File: config.mk
export PLATFORM = sky130hd
export DESIGN_NAME = rx_footer_gen
export DESIGN_NICKNAME = d
export VERILOG_FILES = /design/src/rtl/rxf_pkg.sv /design/src/rtl/rxf_seq.sv /design/src/rtl/rxf_footer.sv /design/src/rtl/rxf_irq.sv /design/src/rtl/rx_footer_gen.sv
export SDC_FILE = /design/constraint.sdc
export NUM_CORES = 1
export LEC_CHECK = 0
export BUFFER_PORTS_ARGS = -buffer_cell sky130_fd_sc_hd__buf_2
export CAP_MARGIN = 25
export CORE_ASPECT_RATIO = 1.5
export CORE_MARGIN = 2
export CORE_UTILIZATION = 45
export CTS_CLUSTER_SIZE = 8
export DETAILED_ROUTE_END_ITERATION = 8
export PLACE_DENSITY = 0.79
export SKIP_CTS_REPAIR_TIMING = 1
export SYNTH_ARGS = -nofsm -noshare
export SYNTH_HDL_FRONTEND = slang
export SYNTH_SLANG_ARGS = --single-unit
File: constraint.sdc
create_clock -name clk -period 2.4 [get_ports clk]
set_input_delay 0.48 -clock clk [delete_from_list [all_inputs] [get_ports clk]]
set_output_delay 0.48 -clock clk [all_outputs]
set_load 0.005 [all_outputs]
File: src/rtl/rxf_pkg.sv
package rxf_pkg;
  localparam int PAY_BYTES   = 64;
  localparam int FTR_BYTES   = 4;
  localparam int CHUNK_BYTES = PAY_BYTES + FTR_BYTES;
  localparam int CNT_W       = $clog2(CHUNK_BYTES);
  localparam int IDX_W       = $clog2(PAY_BYTES);
  localparam int SWO_W       = $clog2(PAY_BYTES / 4);
  localparam int RCA_W       = 5;
  localparam int TXC_W       = 5;

  typedef struct packed {
    logic             sv;
    logic [SWO_W-1:0] swo;
    logic             ev;
    logic [IDX_W-1:0] ebo;
    logic             fd;
  } frame_desc_t;
endpackage

File: src/rtl/rxf_seq.sv
module rxf_seq
  import rxf_pkg::*;
(
  input  logic             clk,
  input  logic             rst,
  input  logic             start_i,
  output logic             accept_o,
  output logic             busy_o,
  output logic [CNT_W-1:0] cnt_o,
  output logic             last_pay_o
);
  localparam logic [CNT_W-1:0] LAST_CNT = CNT_W'(CHUNK_BYTES - 1);
  localparam logic [CNT_W-1:0] LAST_PAY = CNT_W'(PAY_BYTES - 1);

  assign accept_o   = start_i && !busy_o;
  assign last_pay_o = busy_o && (cnt_o == LAST_PAY);

  always_ff @(posedge clk) begin
    if (rst) begin
      busy_o <= 1'b0;
      cnt_o  <= '0;
    end else if (accept_o) begin
      busy_o <= 1'b1;
      cnt_o  <= '0;
    end else if (busy_o) begin
      if (cnt_o == LAST_CNT) busy_o <= 1'b0;
      else                   cnt_o  <= cnt_o + 1'b1;
    end
  end
endmodule

File: src/rtl/rxf_footer.sv
module rxf_footer
  import rxf_pkg::*;
(
  input  logic             clk,
  input  logic             rst,
  input  logic             accept_i,
  input  logic             norx_i,
  input  logic             hdrb_i,
  input  frame_desc_t      desc_i,
  input  logic [RCA_W-1:0] ready_i,
  input  logic             last_pay_i,
  input  logic [TXC_W-1:0] credits_i,
  input  logic             exst_i,
  input  logic             sync_i,
  output logic             dv_o,
  output logic [31:0]      footer_o
);
  frame_desc_t desc_q;
  logic        hdrb_q;
  logic        dv_next;
  frame_desc_t desc_clean;
  logic [RCA_W-1:0] rca;
  logic [31:1] body;

  assign dv_next = (ready_i != '0) && !norx_i;

  always_comb begin
    desc_clean     = '0;
    if (dv_next) begin
      desc_clean.sv  = desc_i.sv;
      desc_clean.swo = desc_i.sv ? desc_i.swo : '0;
      desc_clean.ev  = desc_i.ev;
      desc_clean.ebo = desc_i.ev ? desc_i.ebo : '0;
      desc_clean.fd  = desc_i.ev && desc_i.fd;
    end
  end

  assign rca  = ready_i - RCA_W'(dv_o);
  assign body = {exst_i, hdrb_q, sync_i, rca, 2'b00,
                 dv_o, desc_q.sv, desc_q.swo, desc_q.fd, desc_q.ev, desc_q.ebo,
                 2'b00, credits_i};

  always_ff @(posedge clk) begin
    if (rst) begin
      dv_o     <= 1'b0;
      desc_q   <= '0;
      hdrb_q   <= 1'b0;
      footer_o <= '0;
    end else begin
      if (accept_i) begin
        dv_o   <= dv_next;
        desc_q <= desc_clean;
        hdrb_q <= hdrb_i;
      end
      if (last_pay_i) footer_o <= {body, ~(^body)};
    end
  end
endmodule

File: src/rtl/rxf_irq.sv
module rxf_irq (
  input  logic clk,
  input  logic rst,
  input  logic clear_i,
  input  logic hold_i,
  input  logic upd_i,
  input  logic rx_any_i,
  input  logic tx_any_i,
  input  logic ev_any_i,
  input  logic ftr_rca_zero_i,
  input  logic ftr_txc_zero_i,
  input  logic ftr_exst_zero_i,
  output logic irq_n_o
);
  logic prev_rz, prev_tz, prev_ez;
  logic raise;

  assign raise = !hold_i && ((prev_rz && rx_any_i) ||
                             (prev_tz && tx_any_i) ||
                             (prev_ez && ev_any_i));

  always_ff @(posedge clk) begin
    if (rst) begin
      prev_rz <= 1'b1;
      prev_tz <= 1'b1;
      prev_ez <= 1'b1;
      irq_n_o <= 1'b1;
    end else begin
      if (upd_i) begin
        prev_rz <= ftr_rca_zero_i;
        prev_tz <= ftr_txc_zero_i;
        prev_ez <= ftr_exst_zero_i;
      end
      if (clear_i)    irq_n_o <= 1'b1;
      else if (raise) irq_n_o <= 1'b0;
    end
  end
endmodule

File: src/rtl/rx_footer_gen.sv
module rx_footer_gen
  import rxf_pkg::*;
#(
  parameter int ST_W = 8
) (
  input  logic             clk,
  input  logic             rst,
  input  logic             chunk_start,
  input  logic             hdr_first,
  input  logic             hdr_norx,
  input  logic             hdr_bad,
  input  logic [RCA_W-1:0] rx_ready,
  input  logic             rx_sv,
  input  logic [SWO_W-1:0] rx_swo,
  input  logic             rx_ev,
  input  logic [IDX_W-1:0] rx_ebo,
  input  logic             rx_fd,
  output logic [IDX_W-1:0] pay_idx,
  input  logic [7:0]       pay_byte,
  output logic             chunk_pop,
  input  logic [TXC_W-1:0] tx_credits,
  input  logic [ST_W-1:0]  status_bits,
  input  logic [ST_W-1:0]  status_mask,
  input  logic             cfg_sync,
  output logic [7:0]       miso_byte,
  output logic             miso_valid,
  output logic             irq_n
);
  localparam logic [CNT_W-1:0] FTR_FIRST = CNT_W'(PAY_BYTES);

  logic             accept, busy, last_pay, dv;
  logic [CNT_W-1:0] cnt;
  logic [31:0]      footer;
  logic             exst_now;
  frame_desc_t      desc;

  assign exst_now = |(status_bits & ~status_mask);
  assign desc     = '{sv: rx_sv, swo: rx_swo, ev: rx_ev, ebo: rx_ebo, fd: rx_fd};

  rxf_seq seq_i (
    .clk(clk), .rst(rst), .start_i(chunk_start), .accept_o(accept),
    .busy_o(busy), .cnt_o(cnt), .last_pay_o(last_pay)
  );

  rxf_footer ftr_i (
    .clk(clk), .rst(rst), .accept_i(accept), .norx_i(hdr_norx),
    .hdrb_i(hdr_bad), .desc_i(desc), .ready_i(rx_ready),
    .last_pay_i(last_pay), .credits_i(tx_credits), .exst_i(exst_now),
    .sync_i(cfg_sync), .dv_o(dv), .footer_o(footer)
  );

  rxf_irq irq_i (
    .clk(clk), .rst(rst),
    .clear_i(accept && hdr_first),
    .hold_i(busy || chunk_start),
    .upd_i(busy && (cnt == FTR_FIRST)),
    .rx_any_i(rx_ready != '0),
    .tx_any_i(tx_credits != '0),
    .ev_any_i(exst_now),
    .ftr_rca_zero_i(footer[28:24] == 5'd0),
    .ftr_txc_zero_i(footer[5:1] == 5'd0),
    .ftr_exst_zero_i(!footer[31]),
    .irq_n_o(irq_n)
  );

  assign pay_idx   = cnt[IDX_W-1:0];
  assign chunk_pop = last_pay && dv;

  always_ff @(posedge clk) begin
    if (rst) begin
      miso_valid <= 1'b0;
      miso_byte  <= '0;
    end else begin
      miso_valid <= busy;
      if (busy) begin
        if (cnt < FTR_FIRST) miso_byte <= dv ? pay_byte : 8'h00;
        else                 miso_byte <= footer[8*(3 - int'(cnt[1:0])) +: 8];
      end else begin
        miso_byte <= 8'h00;
      end
    end
  end
endmodule

After elaboration in Yosys (flattened, before gate mapping)
Index checks and enable logic that the tools add are counted.
Cells by class
  $add $sub $neg: 3
  magnitude comparators: 1
  eq/ne operators: 3
  shifts and indexed selects: 1
  mux-type cells: 8
  bitwise operators: 5
  reductions and logical operators: 28
Operators with widths (number)
  $shiftx A32 B6 Y8: 1
  $reduce_xor A31 Y1: 1
  $mux W8: 2
  $eq A7 B7 Y1 const B: 2
  $mux W13: 1
  $logic_and A1 B1 Y1: 11
  $logic_not A5 Y1: 2
  $reduce_bool A5 Y1: 2
  $and A8 B8 Y8: 1
  $not A8 Y8: 1
  $reduce_or A8 Y1: 1
  $add A7 B1 Y7 const B: 1
  $eq A7 B6 Y1 const B: 1
  $lt A7 B7 Y1 const B: 1
  $mux W6: 1
  $reduce_or A2 Y1: 3
  $sub A5 B1 Y5: 1
  $logic_not A1 Y1: 4
  $mux W4: 1
  $logic_or A1 B1 Y1: 3
  $mux W1: 3
  $not A1 Y1: 3
  $sub A2 B2 Y3 const A: 1
  $reduce_and A2 Y1: 1
Storage, ports and cells
  register bits: 64
  word-level logic and storage cells: 65

Longest topological paths before layout
Gate-level depths: netlist of run 1.
  depth in word-level cells: 6
  gate-level depth with buffers: 9
  mapped depth without buffers: 9

Hierarchy
From an unflattened synthesis of run 1, not the netlist that was laid out.
Second synthesis, totals
  cell total of the unflattened synthesis: 328
  area, all modules: 3114.2 um2
Modules (own cells, without submodules)
  rxf_footer: instances 1, cells each 185, area each 1844.3 um2
  rx_footer_gen: instances 1, cells each 87, area each 721.9 um2
  rxf_seq: instances 1, cells each 42, area each 394.1 um2
  rxf_irq: instances 1, cells each 14, area each 153.9 um2

Worst setup path before layout of run 1
OpenSTA, ideal clock, no wires.
  kind: input-to-reg
  start point: input rx_ready[0]
  end point: register ftr_i.footer_o[0]
  arrival time: 2.025 ns
  required time: 2.321 ns
  slack: 0.296 ns
  cell stages on the path: 9
  path through: inv_1 ha_1 ha_1 xnor2_1 xnor2_1 xnor2_1 xnor3_2 xnor2_1 a211oi_2
Between the ends
  word-level cells in the longest chain between the ends: 3
Ends and longest elaborated chain
  from (decl): line rx_footer_gen.sv:12  | input logic [RCA_W-1:0] rx_ready,
  $sub A5 B1 Y5: line rxf_footer.sv:38  | assign rca = ready_i - RCA_W'(dv_o);
  $reduce_xor A31 Y1: line rxf_footer.sv:55  | if (last_pay_i) footer_o <= {body, ~(^body)};
  $not A1 Y1: line rxf_footer.sv:55
  to (signal assigned): line rxf_footer.sv:55
  to (decl): line rxf_footer.sv:16  | output logic [31:0] footer_o
No other way between the ends.
A chain may end at the register's enable or synchronous reset.

Final worst setup path of run 1
  start point: register seq_i.cnt_o[0]
  end point: output chunk_pop
Between the ends
  word-level cells in the longest chain between the ends: 3
Ends and longest elaborated chain
  from (decl): line rxf_seq.sv:9  | output logic [CNT_W-1:0] cnt_o,
  from (signal assigned): line rxf_seq.sv:27  | else cnt_o <= cnt_o + 1'b1;
  $eq A7 B6 Y1: line rxf_seq.sv:16  | assign last_pay_o = busy_o && (cnt_o == LAST_PAY);
  $logic_and A1 B1 Y1: line rxf_seq.sv:16
  $logic_and A1 B1 Y1: line rx_footer_gen.sv:67  | assign chunk_pop = last_pay && dv;
  to (decl): line rx_footer_gen.sv:20  | output logic chunk_pop,
No other way between the ends.

==> impl_metrics.csv, run 1 <==
group,metric,value,unit
cells_and_area,mostFrequentLayoutCells,"70 x buf_2, 64 x dfxtp_1, 52 x nand2_1, 29 x a21oi_1, 26 x nor2_1",
timing,rsz0062_at_grt,"false",
routing,via_count,2482,
setup_path,worst_setup_path_start_kind,"flip-flop",
logic_synthesis,netlist_area,2950,um^2
setup_path,required,1.92,ns
setup_path,path_max_fanout,4,
logic_synthesis,synthXorXnorAreaFrac,0.0992,
cells_and_area,layout_commonest_cell,"buf_2",
logic_synthesis,synth_top_family_by_area,"simple AND/OR/NAND/NOR gates",
logic_synthesis,synthSimpleGateAreaFrac,0.168,
min_path,hold_path_class,"in -> reg",
routing,drcViolationCount,0,
timing,setup_viol,0,
grt,grt_pass1_vias,2362,
routing,ant_nets,0,
cells_and_area,fin_nets,447,
routing,wirelength,6.67,mm
floorplan,rows,36,
logic_synthesis,synth-edff-count,0,
flow_run,max_cap_violations,0,
timing,slew_violations,0,
logic_synthesis,syn_avg_cell_area,9.08,um^2
power,p_per_area,654,nW/um^2
setup_path,critPathArrivalTime,1.56,ns
cells_and_area,area_growth,18.6,%
power,p_leak,1.45,nW
timing,slew_headroom,0.441,
floorplan,dieArea,7230,um^2
cells_and_area,fin_area,3500,um^2
setup_path,cp-end-kind,"output pin",
routing,drtIter0Drc,181,
logic_synthesis,yosysWarnings,0,
logic_synthesis,synth.area.top_cells,"dfxtp_1 43%, nand2_1 6.6%, xnor2_1 5.6%",
logic_synthesis,netlist.area_leader.share,0.434,
logic_synthesis,synthCells,325,
cells_and_area,layout-drive-gt1-share,0.265,
timing,worst_slew_pin_slew,0.836,ns
clocking,h-tree-depth,3,
logic_synthesis,synth_fa_ha_area_frac,0.0212,
clocking,clockRootBuffer,"clkbuf_8",
setup_path,cp_slowest_stage_delay,0.33,ns
setup_path,crit_chain,"ha_1 -> nand3_1 -> nor3_2 -> nand2_1 -> inv_1 -> buf_2",
setup_path,worst-r2r-cell-count,8,
power,vdd_drop_max,0.314,mV
clocking,clk_latency,0.34,ns
logic_synthesis,synth_mux_area_frac,0.0526,
place,numPortBuffers,70,
min_path,hold_depth,3,
place,gp_congestion,0.879,
cells_and_area,diodes,0,
clocking,cts_num_sinks,64,
clocking,cts_tree,"done",
floorplan,start_util,0.458,
logic_synthesis,synth-main-ff-cell,"dfxtp_1",
grt,grt.total_usage,0.192,
place,hpwl,5.11,mm
timing,min_period,2.04,ns
grt,gr-total-overflow,0,
timing,finalCritPeriodShare,0.849,
logic_synthesis,yosysSeqAreaShare,0.434,
logic_synthesis,synth_cell_types,44,
logic_synthesis,yosysTopAreaCell,"dfxtp_1",
floorplan,io_pins,71,
clocking,clock_path_buffers,2,
routing,routed_via_density,5.29,
timing,max_freq,0.491,GHz
grt,grt_max_degree,33,
timing,hold_violations,0,
cells_and_area,ff_latch_area,1280,um^2
logic_synthesis,synth-compound-area-share,0.155,
cells_and_area,fillers,614,
grt,grt_antenna_before_repair,0,
floorplan,die_y,103,um
routing,dr.pass1.iters,5,
clocking,path_clk_slew,0.07,ns
grt,grt_pass1_wl,10.7,mm
logic_synthesis,synth.ff_latch_count,64,
timing,tns,0,ns
floorplan,core-area,6440,um^2
routing,wl_per_cell,14.2,um
floorplan,die_w,70.1,um
timing,fin_skew,0.00609,ns
cells_and_area,multi_input_area,1460,um^2
setup_path,critPathSlowestCell,"dfxtp_1",
setup_path,crit_type,"reg -> out",
logic_synthesis,async_flop_share,0,
run_status,status,"completed",
clocking,numCtsBuffers,9,
logic_synthesis,synth_nets,384,
place,place_area,3300,um^2
[report_power, final]
| part | internal [mW] | switching (mW) |
|---|---|---|
| Clock | 0.534 | 0.393 |
| Sequential | 1.08 | 0.0130 |
| Combinational | 0.139 | 0.132 |
| Total | 1.75 | 0.538 |
[through the flow]
step	cells	setup WS (ns)	util	power, mW	hold WS, ns
3_3_place_gp	453	0.159	0.512	1.38	0.440
2_1_floorplan	325	0.296	-	1.30	0.433
6_report	469	0.363	0.543	2.29	0.339
5_1_grt	469	0.214	0.543	2.37	0.335
4_1_cts	469	0.336	0.543	2.30	0.330
3_5_place_dp	453	0.0616	0.512	1.39	0.449
[state kept, by name, summed over array words and instances (netlist names)]
name	cells
miso_byte	8
irq_i.irq_n_o	1
ftr_i.dv_o	1
seq_i.busy_o	1
ftr_i.hdrb_q	1
miso_valid	1
ftr_i.footer_o	28
seq_i.cnt_o	7
irq_i.prev_rz	1
irq_i.prev_tz	1
irq_i.prev_ez	1
ftr_i.body	13
[Yosys cell counts (4+ instances only)]
cell type,number
inv_1,17
nand3_1,5
xnor2_1,19
ha_1,5
nor3_1,4
mux4_2,6
xor2_1,8
nor2_1,26
a22o_1,11
nand2_1,52
dfxtp_1,64
a22oi_1,8
a21oi_1,29
a211oi_1,4
clkbuf_1,11
buf_4,6
[logic make-up after synthesis]
logic type / count (synthesis)
compound gates: 68
xor+xnor: 30
fa+ha+maj: 5
buf+inv: 41
flops: 64
mux: 8
simple gates: 109
[routing by layer]
metal,up-vias,GRT usage,routed length (um)
met2,71,0.363,3690
met1,1156,0.192,2480
met4,0,0.112,198
met5,-,0,0
li1,1236,-,-
met3,19,0.0455,304
[critical path: cells and delay by family (launching register included)]
kind	cells	cell delay, ns
buffers and inverters	2	0.16
flip-flops	1	0.33
AND/OR/NAND/NOR	3	0.49
adder cells (fa/ha/maj)	1	0.22
[final timing paths]
path                  startpoint           endpoint  slack, ns
setup reg to reg      ftr_i.dv_o  ftr_i.footer_o[0]       0.38
hold reg to reg    irq_i.irq_n_o      irq_i.irq_n_o       0.45
setup / recovery  seq_i.cnt_o[0]          chunk_pop       0.36
hold / removal         hdr_first      irq_i.irq_n_o       0.34
[final cells by class]
class | count | area share
timing repair buffer | 76 | 0.113
multi-input combinational | 220 | 0.418
clock inverter | 3 | 0.0114
clock buffer | 13 | 0.0454
inverter | 17 | 0.0182
sequential | 64 | 0.366
tap | 76 | 0.0272
Power figures use the tool's default switching activity.
==> inputs of run 2 (changes only) <==
Clock period 2.4 ns to 2 ns, I/O delays scaled along.
==> run 2 against run 1 <==
Net effect: sequential share of layout area shrank 1.3 points; cell area is 4.1% higher; clock-buffer cell count is 4 lower; hold slack got worse by 0.088 ns; die area stayed put; via count up 3.1%; non-clock buffer count up 10; critical path depth is 2 higher; cell count is 2.1% higher; critical endpoint is now ftr_i.footer_o[0]; highest routed layer unchanged.
==> impl_metrics.csv, run 2 (synthesized netlist as in run 1, its figures left out) <==
group,metric,value,unit
setup_path,crit_type,"reg -> reg",
setup_path,crit_chain,"ha_4 -> ha_4 -> xnor2_2 -> xnor2_1 -> xnor2_1 -> xnor3_2 -> xnor2_2 -> a211oi_2",
grt,grt_pass1_wl,11.4,mm
setup_path,required,2.27,ns
timing,max_freq,0.535,GHz
grt,grt_antenna_before_repair,0,
cells_and_area,fin_nets,457,
routing,drcViolationCount,0,
clocking,h-tree-depth,3,
setup_path,path_depth,8,
routing,ant_nets,0,
cells_and_area,area_growth,23.5,%
min_path,hold_depth,2,
setup_path,critPathArrivalTime,2.14,ns
flow_run,max_cap_violations,0,
place,preCtsSetupSlack,-0.192,ns
cells_and_area,fin_area,3640,um^2
timing,rsz0062_at_grt,"false",
routing,wirelength,6.91,mm
cells_and_area,mostFrequentLayoutCells,"70 x buf_2, 61 x dfxtp_1, 51 x nand2_1, 29 x a21oi_1, 26 x nor2_1",
clocking,numCtsBuffers,9,
routing,wl_per_cell,14.4,um
min_path,holdPathEnd,"ftr_i.body[19]",
grt,grt.total_usage,0.204,
cells_and_area,ff_latch_area,1280,um^2
clocking,clockRootBuffer,"clkbuf_8",
power,vdd_drop_max,0.466,mV
timing,hold_violations,0,
setup_path,path_max_fanout,2,
grt,gr-total-overflow,0,
timing,worst_slack,0.130,ns
cells_and_area,regMostFlops,"ftr_i.footer_o",
setup_path,cp_slowest_stage_delay,0.34,ns
cells_and_area,layout-drive-gt1-share,0.315,
clocking,path_clk_slew,0.08,ns
min_path,min_from,"rx_swo[3]",
run_status,status,"completed",
place,place_area,3400,um^2
clocking,cts_tree,"done",
floorplan,core-area,6440,um^2
min_path,hold_path_class,"in -> reg",
grt,grt_pass1_vias,2556,
setup_path,critPathSlowestCell,"dfxtp_2",
cells_and_area,fillers,581,
cells_and_area,diodes,0,
clocking,cts_num_sinks,64,
place,hpwl,5.31,mm
cells_and_area,layout_commonest_cell,"buf_2",
setup_path,worst-r2r-cell-count,8,
setup_path,cp-end-kind,"flip-flop",
setup_path,reg2reg_slack,0.13,ns
place,numPortBuffers,70,
setup_path,worst-path-buf-inv,0,
timing,slew_violations,0,
timing,slew_headroom,0.451,
routing,dr.pass1.iters,7,
setup_path,cp_top_family,"XOR/XNOR gates",
clocking,clock_path_buffers,2,
routing,via_count,2558,
clocking,clk_latency,0.35,ns
setup_path,worst_setup_path_start_kind,"flip-flop",
cells_and_area,multi_input_area,1530,um^2
floorplan,die_w,70.1,um
floorplan,die_y,103,um
timing,fin_skew,0.00955,ns
cells_and_area,fin_util,0.565,
timing,finalCritPeriodShare,0.935,
routing,routed_via_density,5.34,
power,p_leak,1.50,nW
floorplan,rows,36,
setup_path,r2r-end,"ftr_i.footer_o[0]",
timing,worst_slew_pin_slew,0.820,ns
floorplan,dieArea,7230,um^2
cells_and_area,largest_reg_flops,28,
routing,drtIter0Drc,150,
timing,min_period,1.87,ns
setup_path,r2r-start,"ftr_i.dv_o",
grt,grt_max_degree,25,
setup_path,crit_start,"ftr_i.dv_o",
timing,setup_viol,0,
floorplan,io_pins,71,
power,p_per_area,773,nW/um^2
floorplan,start_util,0.458,
place,gp_congestion,0.835,
run 2: routing by layer:
layer | wire [um] | global-route usage | up-vias
met5 | 0 | 0 | -
met4 | 207 | 0.105 | 0
met3 | 301 | 0.0543 | 16
met2 | 3810 | 0.393 | 68
met1 | 2590 | 0.200 | 1219
li1 | - | - | 1255
run 2: how the worst max path moves through the flow:
stage / end / slack (ns)
floorplan: ftr_i.footer_o[0] / 0.006
global placement: ftr_i.footer_o[0] / -0.13
detailed placement: ftr_i.footer_o[0] / -0.19
CTS: chunk_pop / -0.04
global route: ftr_i.footer_o[0] / 0.004
finish: ftr_i.footer_o[0] / 0.13
run 2: report_power, final:
part           internal, mW  switching, mW  total (mW)
clock                 0.585          0.544        1.13
sequential             1.29         0.0169        1.31
combinational         0.204          0.173       0.378
run 2: stage by stage:
| step | instances | hold slack, ns | power (mW) | TNS, ns |
|---|---|---|---|---|
| 2_1_floorplan | 325 | 0.433 | 1.58 | 0 |
| 3_3_place_gp | 463 | 0.439 | 1.69 | -0.131 |
| 3_5_place_dp | 463 | 0.451 | 1.70 | -0.192 |
| 4_1_cts | 479 | 0.237 | 2.83 | -0.0368 |
| 5_1_grt | 479 | 0.245 | 2.94 | 0 |
| 6_report | 479 | 0.252 | 2.81 | 0 |
run 2: area by class of cell:
| cell class | count | area share |
|---|---|---|
| clock buffer | 9 | 0.0340 |
| tap | 76 | 0.0261 |
| multi-input combinational | 220 | 0.419 |
| timing repair buffer | 86 | 0.129 |
| inverter | 17 | 0.0175 |
| clock inverter | 7 | 0.0216 |
| sequential | 64 | 0.353 |
